`config.mk`:
```
export PLATFORM = sky130hd
export DESIGN_NAME = twm_master
export DESIGN_NICKNAME = d
export VERILOG_FILES = /design/src/rtl/twm_pkg.sv /design/src/rtl/twm_tick.sv /design/src/rtl/twm_engine.sv /design/src/rtl/twm_master.sv
export SDC_FILE = /design/constraint.sdc
export NUM_CORES = 1
export LEC_CHECK = 0
export BUFFER_PORTS_ARGS = -buffer_cell sky130_fd_sc_hd__buf_4
export CELL_PAD_IN_SITES_DETAIL_PLACEMENT = 0
export CELL_PAD_IN_SITES_GLOBAL_PLACEMENT = 1
export CORE_ASPECT_RATIO = 1.75
export CORE_UTILIZATION = 43
export DETAILED_ROUTE_END_ITERATION = 8
export PLACE_DENSITY_LB_ADDON = 0.08
export SETUP_SLACK_MARGIN = 0.05
export SLEW_MARGIN = 20
export SYNTH_ARGS = -nofsm -noshare
export SYNTH_HDL_FRONTEND = slang
export SYNTH_SLANG_ARGS = --single-unit
```
`constraint.sdc`:
```
create_clock -name clk -period 2.5 [get_ports clk]
set_input_delay 0.125 -clock clk [delete_from_list [all_inputs] [get_ports clk]]
set_output_delay 0.125 -clock clk [all_outputs]
set_load 0.02 [all_outputs]
```
`src/rtl/twm_pkg.sv`:
```
package twm_pkg;
    localparam int BYTE_W = 8;
    localparam int BCNT_W = $clog2(BYTE_W + 1);

    // control register bit positions
    localparam int CB_ENAB = 6;
    localparam int CB_STA  = 5;
    localparam int CB_STP  = 4;
    localparam int CB_IFLG = 3;
    localparam int CB_AAK  = 2;
    // interrupt register enable bit
    localparam int IB_EN   = 6;

    localparam logic [7:0] ST_START   = 8'h08;
    localparam logic [7:0] ST_RSTART  = 8'h10;
    localparam logic [7:0] ST_AW_ACK  = 8'h18;
    localparam logic [7:0] ST_AW_NAK  = 8'h20;
    localparam logic [7:0] ST_DW_ACK  = 8'h28;
    localparam logic [7:0] ST_DW_NAK  = 8'h30;
    localparam logic [7:0] ST_AR_ACK  = 8'h40;
    localparam logic [7:0] ST_AR_NAK  = 8'h48;
    localparam logic [7:0] ST_DR_ACK  = 8'h50;
    localparam logic [7:0] ST_DR_NAK  = 8'h58;
    localparam logic [7:0] ST_IDLE    = 8'hF8;

    typedef enum logic [2:0] {
        S_IDLE, S_START, S_RESTART, S_BYTE, S_STOP, S_WAIT
    } eng_st_e;

    typedef struct packed {
        eng_st_e             st;
        logic [1:0]          q;
        logic [BCNT_W-1:0]   bitn;
        logic [BYTE_W-1:0]   shf;
        logic [BYTE_W-1:0]   data;
        logic [7:0]          stat;
        logic                evt;
        logic                rx;
        logic                addr_ph;
        logic                aak;
        logic                ack;
        logic                scl_oe;
        logic                sda_oe;
    } eng_s;
endpackage

```
`src/rtl/twm_tick.sv`:
```
module twm_tick #(
    parameter int DIV = 4
) (
    input  logic clk,
    input  logic rst_n,
    input  logic run_i,
    output logic tick_o
);
    generate
        if (DIV <= 1) begin : g_direct
            assign tick_o = run_i;
        end else begin : g_count
            localparam int CW = $clog2(DIV);
            logic [CW-1:0] cnt_d, cnt_q;

            always_comb begin
                cnt_d = cnt_q;
                if (!run_i)
                    cnt_d = '0;
                else if (cnt_q == CW'(DIV - 1))
                    cnt_d = '0;
                else
                    cnt_d = cnt_q + 1'b1;
            end

            always_ff @(posedge clk) begin
                if (!rst_n) cnt_q <= '0;
                else        cnt_q <= cnt_d;
            end

            assign tick_o = run_i && (cnt_q == CW'(DIV - 1));
        end
    endgenerate
endmodule

```
`src/rtl/twm_engine.sv`:
```
module twm_engine
    import twm_pkg::*;
(
    input  logic              clk,
    input  logic              rst_n,
    input  logic              tick_i,
    input  logic              wr_ctrl_i,
    input  logic              wr_data_i,
    input  logic [7:0]        wdata_i,
    input  logic              scl_i,
    input  logic              sda_i,
    output logic              busy_o,
    output logic [7:0]        stat_o,
    output logic [BYTE_W-1:0] data_o,
    output logic              evt_o,
    output logic              scl_oe_o,
    output logic              sda_oe_o
);
    localparam logic [BCNT_W-1:0] ACK_BIT = BCNT_W'(BYTE_W);

    eng_s r_q, r_d;
    logic busy, adv, tx;

    assign busy = (r_q.st != S_IDLE) && (r_q.st != S_WAIT);
    assign tx   = r_q.addr_ph || !r_q.rx;

    always_comb begin
        r_d = r_q;
        adv = 1'b1;
        if (wr_data_i && !busy) r_d.data = wdata_i;
        if (wr_ctrl_i && !busy) begin
            r_d.aak = wdata_i[CB_AAK];
            if (wdata_i[CB_ENAB]) begin
                if (wdata_i[CB_STA]) begin
                    if (r_q.st == S_IDLE) begin
                        if (sda_i && scl_i) begin
                            r_d.st = S_START;
                            r_d.q  = '0;
                        end
                    end else begin
                        r_d.st  = S_RESTART;
                        r_d.q   = '0;
                        r_d.evt = 1'b0;
                    end
                end else if (wdata_i[CB_STP]) begin
                    if (r_q.st == S_WAIT) begin
                        r_d.st  = S_STOP;
                        r_d.q   = '0;
                        r_d.evt = 1'b0;
                    end
                end else if (r_q.st == S_WAIT && !wdata_i[CB_IFLG]) begin
                    r_d.st      = S_BYTE;
                    r_d.q       = '0;
                    r_d.bitn    = '0;
                    r_d.evt     = 1'b0;
                    r_d.shf     = r_q.data;
                    r_d.addr_ph = (r_q.stat == ST_START) || (r_q.stat == ST_RSTART);
                end
            end
        end
        if (tick_i && busy) begin
            unique case (r_q.st)
                S_START: begin
                    if (r_q.q == 2'd0) r_d.sda_oe = 1'b1;
                    if (r_q.q == 2'd2) r_d.scl_oe = 1'b1;
                    if (r_q.q == 2'd3) begin
                        r_d.st   = S_WAIT;
                        r_d.stat = ST_START;
                        r_d.evt  = 1'b1;
                    end
                end
                S_RESTART: begin
                    case (r_q.q)
                        2'd0: r_d.sda_oe = 1'b0;
                        2'd1: r_d.scl_oe = 1'b0;
                        2'd2: if (scl_i) r_d.sda_oe = 1'b1; else adv = 1'b0;
                        default: begin
                            r_d.scl_oe = 1'b1;
                            r_d.st     = S_WAIT;
                            r_d.stat   = ST_RSTART;
                            r_d.evt    = 1'b1;
                        end
                    endcase
                end
                S_STOP: begin
                    case (r_q.q)
                        2'd0: r_d.sda_oe = 1'b1;
                        2'd1: r_d.scl_oe = 1'b0;
                        2'd2: if (scl_i) r_d.sda_oe = 1'b0; else adv = 1'b0;
                        default: begin
                            r_d.st   = S_IDLE;
                            r_d.stat = ST_IDLE;
                        end
                    endcase
                end
                S_BYTE: begin
                    case (r_q.q)
                        2'd0: begin
                            if (tx)
                                r_d.sda_oe = (r_q.bitn != ACK_BIT) && !r_q.shf[BYTE_W-1];
                            else
                                r_d.sda_oe = (r_q.bitn == ACK_BIT) && r_q.aak;
                        end
                        2'd1: r_d.scl_oe = 1'b0;
                        2'd2: begin
                            if (!scl_i)
                                adv = 1'b0;
                            else if (r_q.bitn != ACK_BIT)
                                r_d.shf = {r_q.shf[BYTE_W-2:0], sda_i};
                            else
                                r_d.ack = !sda_i;
                        end
                        default: begin
                            r_d.scl_oe = 1'b1;
                            if (r_q.bitn != ACK_BIT) begin
                                r_d.bitn = r_q.bitn + 1'b1;
                            end else begin
                                r_d.st  = S_WAIT;
                                r_d.evt = 1'b1;
                                if (r_q.addr_ph) begin
                                    r_d.rx   = r_q.data[0];
                                    r_d.stat = r_q.data[0] ? (r_q.ack ? ST_AR_ACK : ST_AR_NAK)
                                                           : (r_q.ack ? ST_AW_ACK : ST_AW_NAK);
                                end else if (r_q.rx) begin
                                    r_d.data = r_q.shf;
                                    r_d.stat = r_q.ack ? ST_DR_ACK : ST_DR_NAK;
                                end else begin
                                    r_d.stat = r_q.ack ? ST_DW_ACK : ST_DW_NAK;
                                end
                            end
                        end
                    endcase
                end
                default: ;
            endcase
            if (adv) r_d.q = r_q.q + 1'b1;
        end
    end

    always_ff @(posedge clk) begin
        if (!rst_n) begin
            r_q      <= '0;
            r_q.st   <= S_IDLE;
            r_q.stat <= ST_IDLE;
        end else begin
            r_q <= r_d;
        end
    end

    assign busy_o   = busy;
    assign stat_o   = r_q.stat;
    assign data_o   = r_q.data;
    assign evt_o    = r_q.evt;
    assign scl_oe_o = r_q.scl_oe;
    assign sda_oe_o = r_q.sda_oe;

    // START step ends with the bus held and the start code posted
    a_r2_start_done: assert property (@(posedge clk) disable iff (!rst_n)
        (r_q.st == S_START && tick_i && r_q.q == 2'd3)
        |=> (r_q.stat == ST_START && r_q.evt && r_q.scl_oe && r_q.sda_oe));

    // refused START when SDA is low
    a_r3_blocked_start: assert property (@(posedge clk) disable iff (!rst_n)
        (r_q.st == S_IDLE && wr_ctrl_i && wdata_i[CB_ENAB] && wdata_i[CB_STA] && !sda_i)
        |=> (r_q.st == S_IDLE && r_q.stat == ST_IDLE && !r_q.evt && !r_q.sda_oe));

    // STOP leaves lines released and status idle
    a_r8_stop_idle: assert property (@(posedge clk) disable iff (!rst_n)
        (r_q.st == S_STOP && tick_i && r_q.q == 2'd3)
        |=> (r_q.st == S_IDLE && r_q.stat == ST_IDLE && !r_q.scl_oe && !r_q.sda_oe && !r_q.evt));

    // command with event-flag bit set starts nothing
    a_r9_flag_hold: assert property (@(posedge clk) disable iff (!rst_n)
        (r_q.st == S_WAIT && wr_ctrl_i && wdata_i[CB_ENAB] && !wdata_i[CB_STA]
         && !wdata_i[CB_STP] && wdata_i[CB_IFLG])
        |=> (r_q.st == S_WAIT && r_q.evt && $stable(r_q.stat)));

    // SDA moves under a released SCL only in framing steps
    a_r11_sda_framing: assert property (@(posedge clk) disable iff (!rst_n)
        (!r_q.scl_oe && !$stable(r_q.sda_oe))
        |-> (r_q.st == S_START || r_q.st == S_RESTART || r_q.st == S_STOP));

    // stall while SCL is held low by another device
    a_r12_scl_wait: assert property (@(posedge clk) disable iff (!rst_n)
        (busy && tick_i && r_q.q == 2'd2 && !scl_i)
        |=> (r_q.q == 2'd2 && $stable(r_q.st)));
endmodule

```
`src/rtl/twm_master.sv`:
```
module twm_master
    import twm_pkg::*;
#(
    parameter int DIV = 4
) (
    input  logic       clk,
    input  logic       rst_n,
    input  logic       reg_we,
    input  logic [1:0] reg_sel,
    input  logic [7:0] reg_wdata,
    output logic [7:0] stat_o,
    output logic [7:0] data_o,
    output logic       evt_o,
    output logic       irq_o,
    input  logic       scl_i,
    input  logic       sda_i,
    output logic       scl_oe_o,
    output logic       sda_oe_o
);
    localparam logic [1:0] SEL_CTRL = 2'd0;
    localparam logic [1:0] SEL_DATA = 2'd1;
    localparam logic [1:0] SEL_INT  = 2'd2;

    logic int_en_d, int_en_q;
    logic busy, tick;
    logic [7:0] stat;

    always_comb begin
        int_en_d = int_en_q;
        if (reg_we && reg_sel == SEL_INT) int_en_d = reg_wdata[IB_EN];
    end

    always_ff @(posedge clk) begin
        if (!rst_n) int_en_q <= 1'b0;
        else        int_en_q <= int_en_d;
    end

    twm_tick #(.DIV(DIV)) u_tick (
        .clk    (clk),
        .rst_n  (rst_n),
        .run_i  (busy),
        .tick_o (tick)
    );

    twm_engine u_eng (
        .clk       (clk),
        .rst_n     (rst_n),
        .tick_i    (tick),
        .wr_ctrl_i (reg_we && reg_sel == SEL_CTRL),
        .wr_data_i (reg_we && reg_sel == SEL_DATA),
        .wdata_i   (reg_wdata),
        .scl_i     (scl_i),
        .sda_i     (sda_i),
        .busy_o    (busy),
        .stat_o    (stat),
        .data_o    (data_o),
        .evt_o     (evt_o),
        .scl_oe_o  (scl_oe_o),
        .sda_oe_o  (sda_oe_o)
    );

    assign stat_o = stat;
    assign irq_o  = int_en_q && (stat != ST_IDLE);
endmodule

```
==> reports/metrics.cfg <==
[setup_path]
cp.required_ps = 2670
crit_arrival_ps = 2240
crit_end = u_eng.r_q[23]$_SDFF_PN0_
critical_path_class = flop to flop
cp_cell_sequence = nand2_1 -> or4_1 -> mux2i_1 -> a21oi_1
critPathLaunchType = flop
crit_fanout = 13
crit_start = u_eng.r_q[37]$_SDFF_PN0_
end_kind = flop
r2r_end = u_eng.r_q[23]$_SDFF_PN0_
regToRegSetupSlack_ps = 430
cp_slowest_cell = or4_1
rr_worst_depth = 4
path_buf_inv = 0
path_delay_family = simple AND/OR/NAND/NOR gates
r2r_start = u_eng.r_q[37]$_SDFF_PN0_
critical-path-max-stage-delay_ps = 870
path_depth = 4

[cts]
h-tree-depth = 2
cts_root_buf = clkbuf_8
cts_buffer_depth = 2
cts_buffers = 5
post_cts_buffers = 0
clk_pin_slew_ps = 80
cts_resized = 0
cts_hold_buf = 0
clock_sinks = 40
clock_latency_ps = 290
cts_tree = built

[worst_hold_path]
min_path_type = primary input to flop

[synthesis]
synth_top_cells_by_area = dfxtp_1, mux2i_1, a21oi_1, ha_1, buf_4
yosysWarnings = 0
ys_seq_area_share_pct = 33.0
synth_top_family_by_area = compound AO/OA/AOI/OAI gates
synthSimpleGateAreaFrac_pct = 19.8
netlist_area_um2 = 2430
synth.distinct_cells = 54
synth.area.mux_share_pct = 9.47
async_flop_share_pct = 0
synth_edf_count = 0
synth_ff_type = dfxtp_1
synth_xor_area_share_pct = 1.08
synth_fa_ha_area_share_pct = 5.15
ys_seq_elements = 40
synth_area_per_cell_um2 = 8.41
yosysTopAreaCell = dfxtp_1
yosys.area.top_type_share_pct = 33.0
synth_compound_area_share_pct = 21.1
synthCells = 289

[detailed_routing]
dr.pass1.iters = 4
wirelength_um = 6000
ant_nets = 0
drc_errors = 0
drt_iter0_markers = 56
num_vias = 2111
routedWlPerCell_um = 15.9
viasPerCell = 5.60

[sta]
tightest_slew_ps = 692
max_freq_mhz = 483
final.setup.tns_ps = 0
fin_hold_ws_ps = 80.7
drv_slew = 0
timing.final.crit_period_ps = 2070
fin_ws_ps = 430
slew_headroom_pct = 53.2
final_hold_viol_count = 0
finalCritPeriodShare_pct = 82.8
rsz0062_at_grt = no
setup_viol = 0
finClkSkew_ps = 4.55

[die]
core_um2 = 5340
pin_count = 35
die_x_um = 58.8
initial_core_util_pct = 45.5
die_height_um = 101
die_area_um2 = 5970
rows = 35

[finish]
post-route-util_pct = 51.1
final_common_cell = dfxtp_1
drive_gt1_share_pct = 16.2
stdcell_count = 377
nets = 327
num_antenna_cells = 0
fillers = 564
syn_to_final_growth_pct = 12.4
final_cell_mix = dfxtp_1, buf_4, a21oi_1

[power_and_ir_drop]
powerDensity_nw_per_um2 = 467
power_leakage_uw = 0.00110
ir_drop_uv = 319

[global_routing]
grt-ovfl-total = 0
antenna_found_initial = 0
grt_max_degree = 28
grt.total_usage_pct = 22.1
grt_pass1_vias = 2104
grt_pass1_wl_um = 10000

[status]
status = finished, final reports clean

[placement]
dp.cells = 369
hpwl_um = 4660
dp_slack_ps = 427
place_congestion = 0.812
io_buffers = 31

[flow_run]
cap_violations = 0

[registers in the layout, indices dropped and copies added (netlist names)]
register,flops
u_eng.r_q,21
u_eng.scl_oe_o,1
u_eng.data_o,8
u_tick.g_count.cnt_q,2
u_eng.evt_o,1
int_en_q,1
u_eng.stat_o,5
u_eng.sda_oe_o,1
[routing by layer]
layer | part of all wire, % | wire length [µm] | GRT usage, % | up-vias
met1 | 39 | 2310 | 22.4 | 1000
met2 | 56 | 3380 | 42.8 | 37
met3 | 2.3 | 139 | 3.58 | 11
met4 | 2.8 | 168 | 8.97 | 0
li1 | - | - | - | 1063
met5 | 0 | 0 | 0 | -
[cells in the mapped netlist (2+ instances only)]
master / n
nor4b_1: 4
nand3b_1: 5
a31oi_1: 2
xnor2_1: 2
clkbuf_1: 13
buf_4: 16
or4b_1: 2
nand2_1: 11
nor4_1: 2
dfxtp_1: 40
and3b_1: 3
nor3_1: 4
nand4_1: 5
or3_1: 4
buf_2: 4
mux2i_1: 23
inv_1: 11
nor2b_1: 5
nand2b_1: 2
o311a_1: 2
and2_1: 3
nand3_1: 9
o31ai_1: 3
and3_1: 2
a211oi_1: 3
a21oi_1: 30
o21a_1: 2
o22ai_1: 2
o21ai_1: 7
or3b_1: 3
ha_1: 10
o21ai_0: 18
a21o_1: 2
nor2_1: 11
o211ai_1: 4
o2111ai_1: 2
[metrics by stage]
stage | cell area (µm²) | power [µW]
3_5_place_dp | 2620 | 759
4_1_cts | 2730 | 1300
5_1_grt | 2730 | 1330
2_1_floorplan | 2440 | 725
3_3_place_gp | 2620 | 760
6_report | 2730 | 1280
[how the worst min path moves through the flow]
stage | from | endpoint | cells past startpoint
2_1_floorplan | sda_i | u_eng.r_q[2]$_SDFFE_PN0P_ | 1
5_1_grt | sda_i | u_eng.r_q[2]$_SDFFE_PN0P_ | 2
4_1_cts | reg_wdata[2] | u_eng.r_q[3]$_SDFFE_PN0N_ | 3
6_report | sda_i | u_eng.r_q[2]$_SDFFE_PN0P_ | 2
3_5_place_dp | reg_wdata[2] | u_eng.r_q[3]$_SDFFE_PN0N_ | 3
3_3_place_gp | reg_wdata[2] | u_eng.r_q[3]$_SDFFE_PN0N_ | 3
[layout make-up]
cell class	instances	area [µm²]	share of cell area (%)
clock buffer	5	68.8	2.52
clock inverter	3	42.5	1.56
inverter	12	45.0	1.65
multi-input combinational	204	1390	50.8
sequential	40	801	29.3
tap	74	92.6	3.39
timing repair buffer	39	293	10.7
[cell families after synthesis]
group,Yosys count
adders and majority gates,10
DFF,40
buffers and inverters,47
muxes,23
other,1
xor gates and xnor gates,3
and+or+nand+nor,80
AOI/OAI and AO/OA,85
[report_power, final]
part / switching [µW] / internal (µW) / total, µW
logic: 53.5 / 40.2 / 93.7
clock network: 238 / 295 / 533
registers: 6.58 / 643 / 649
No activity file was read; power rests on OpenSTA's default activity.
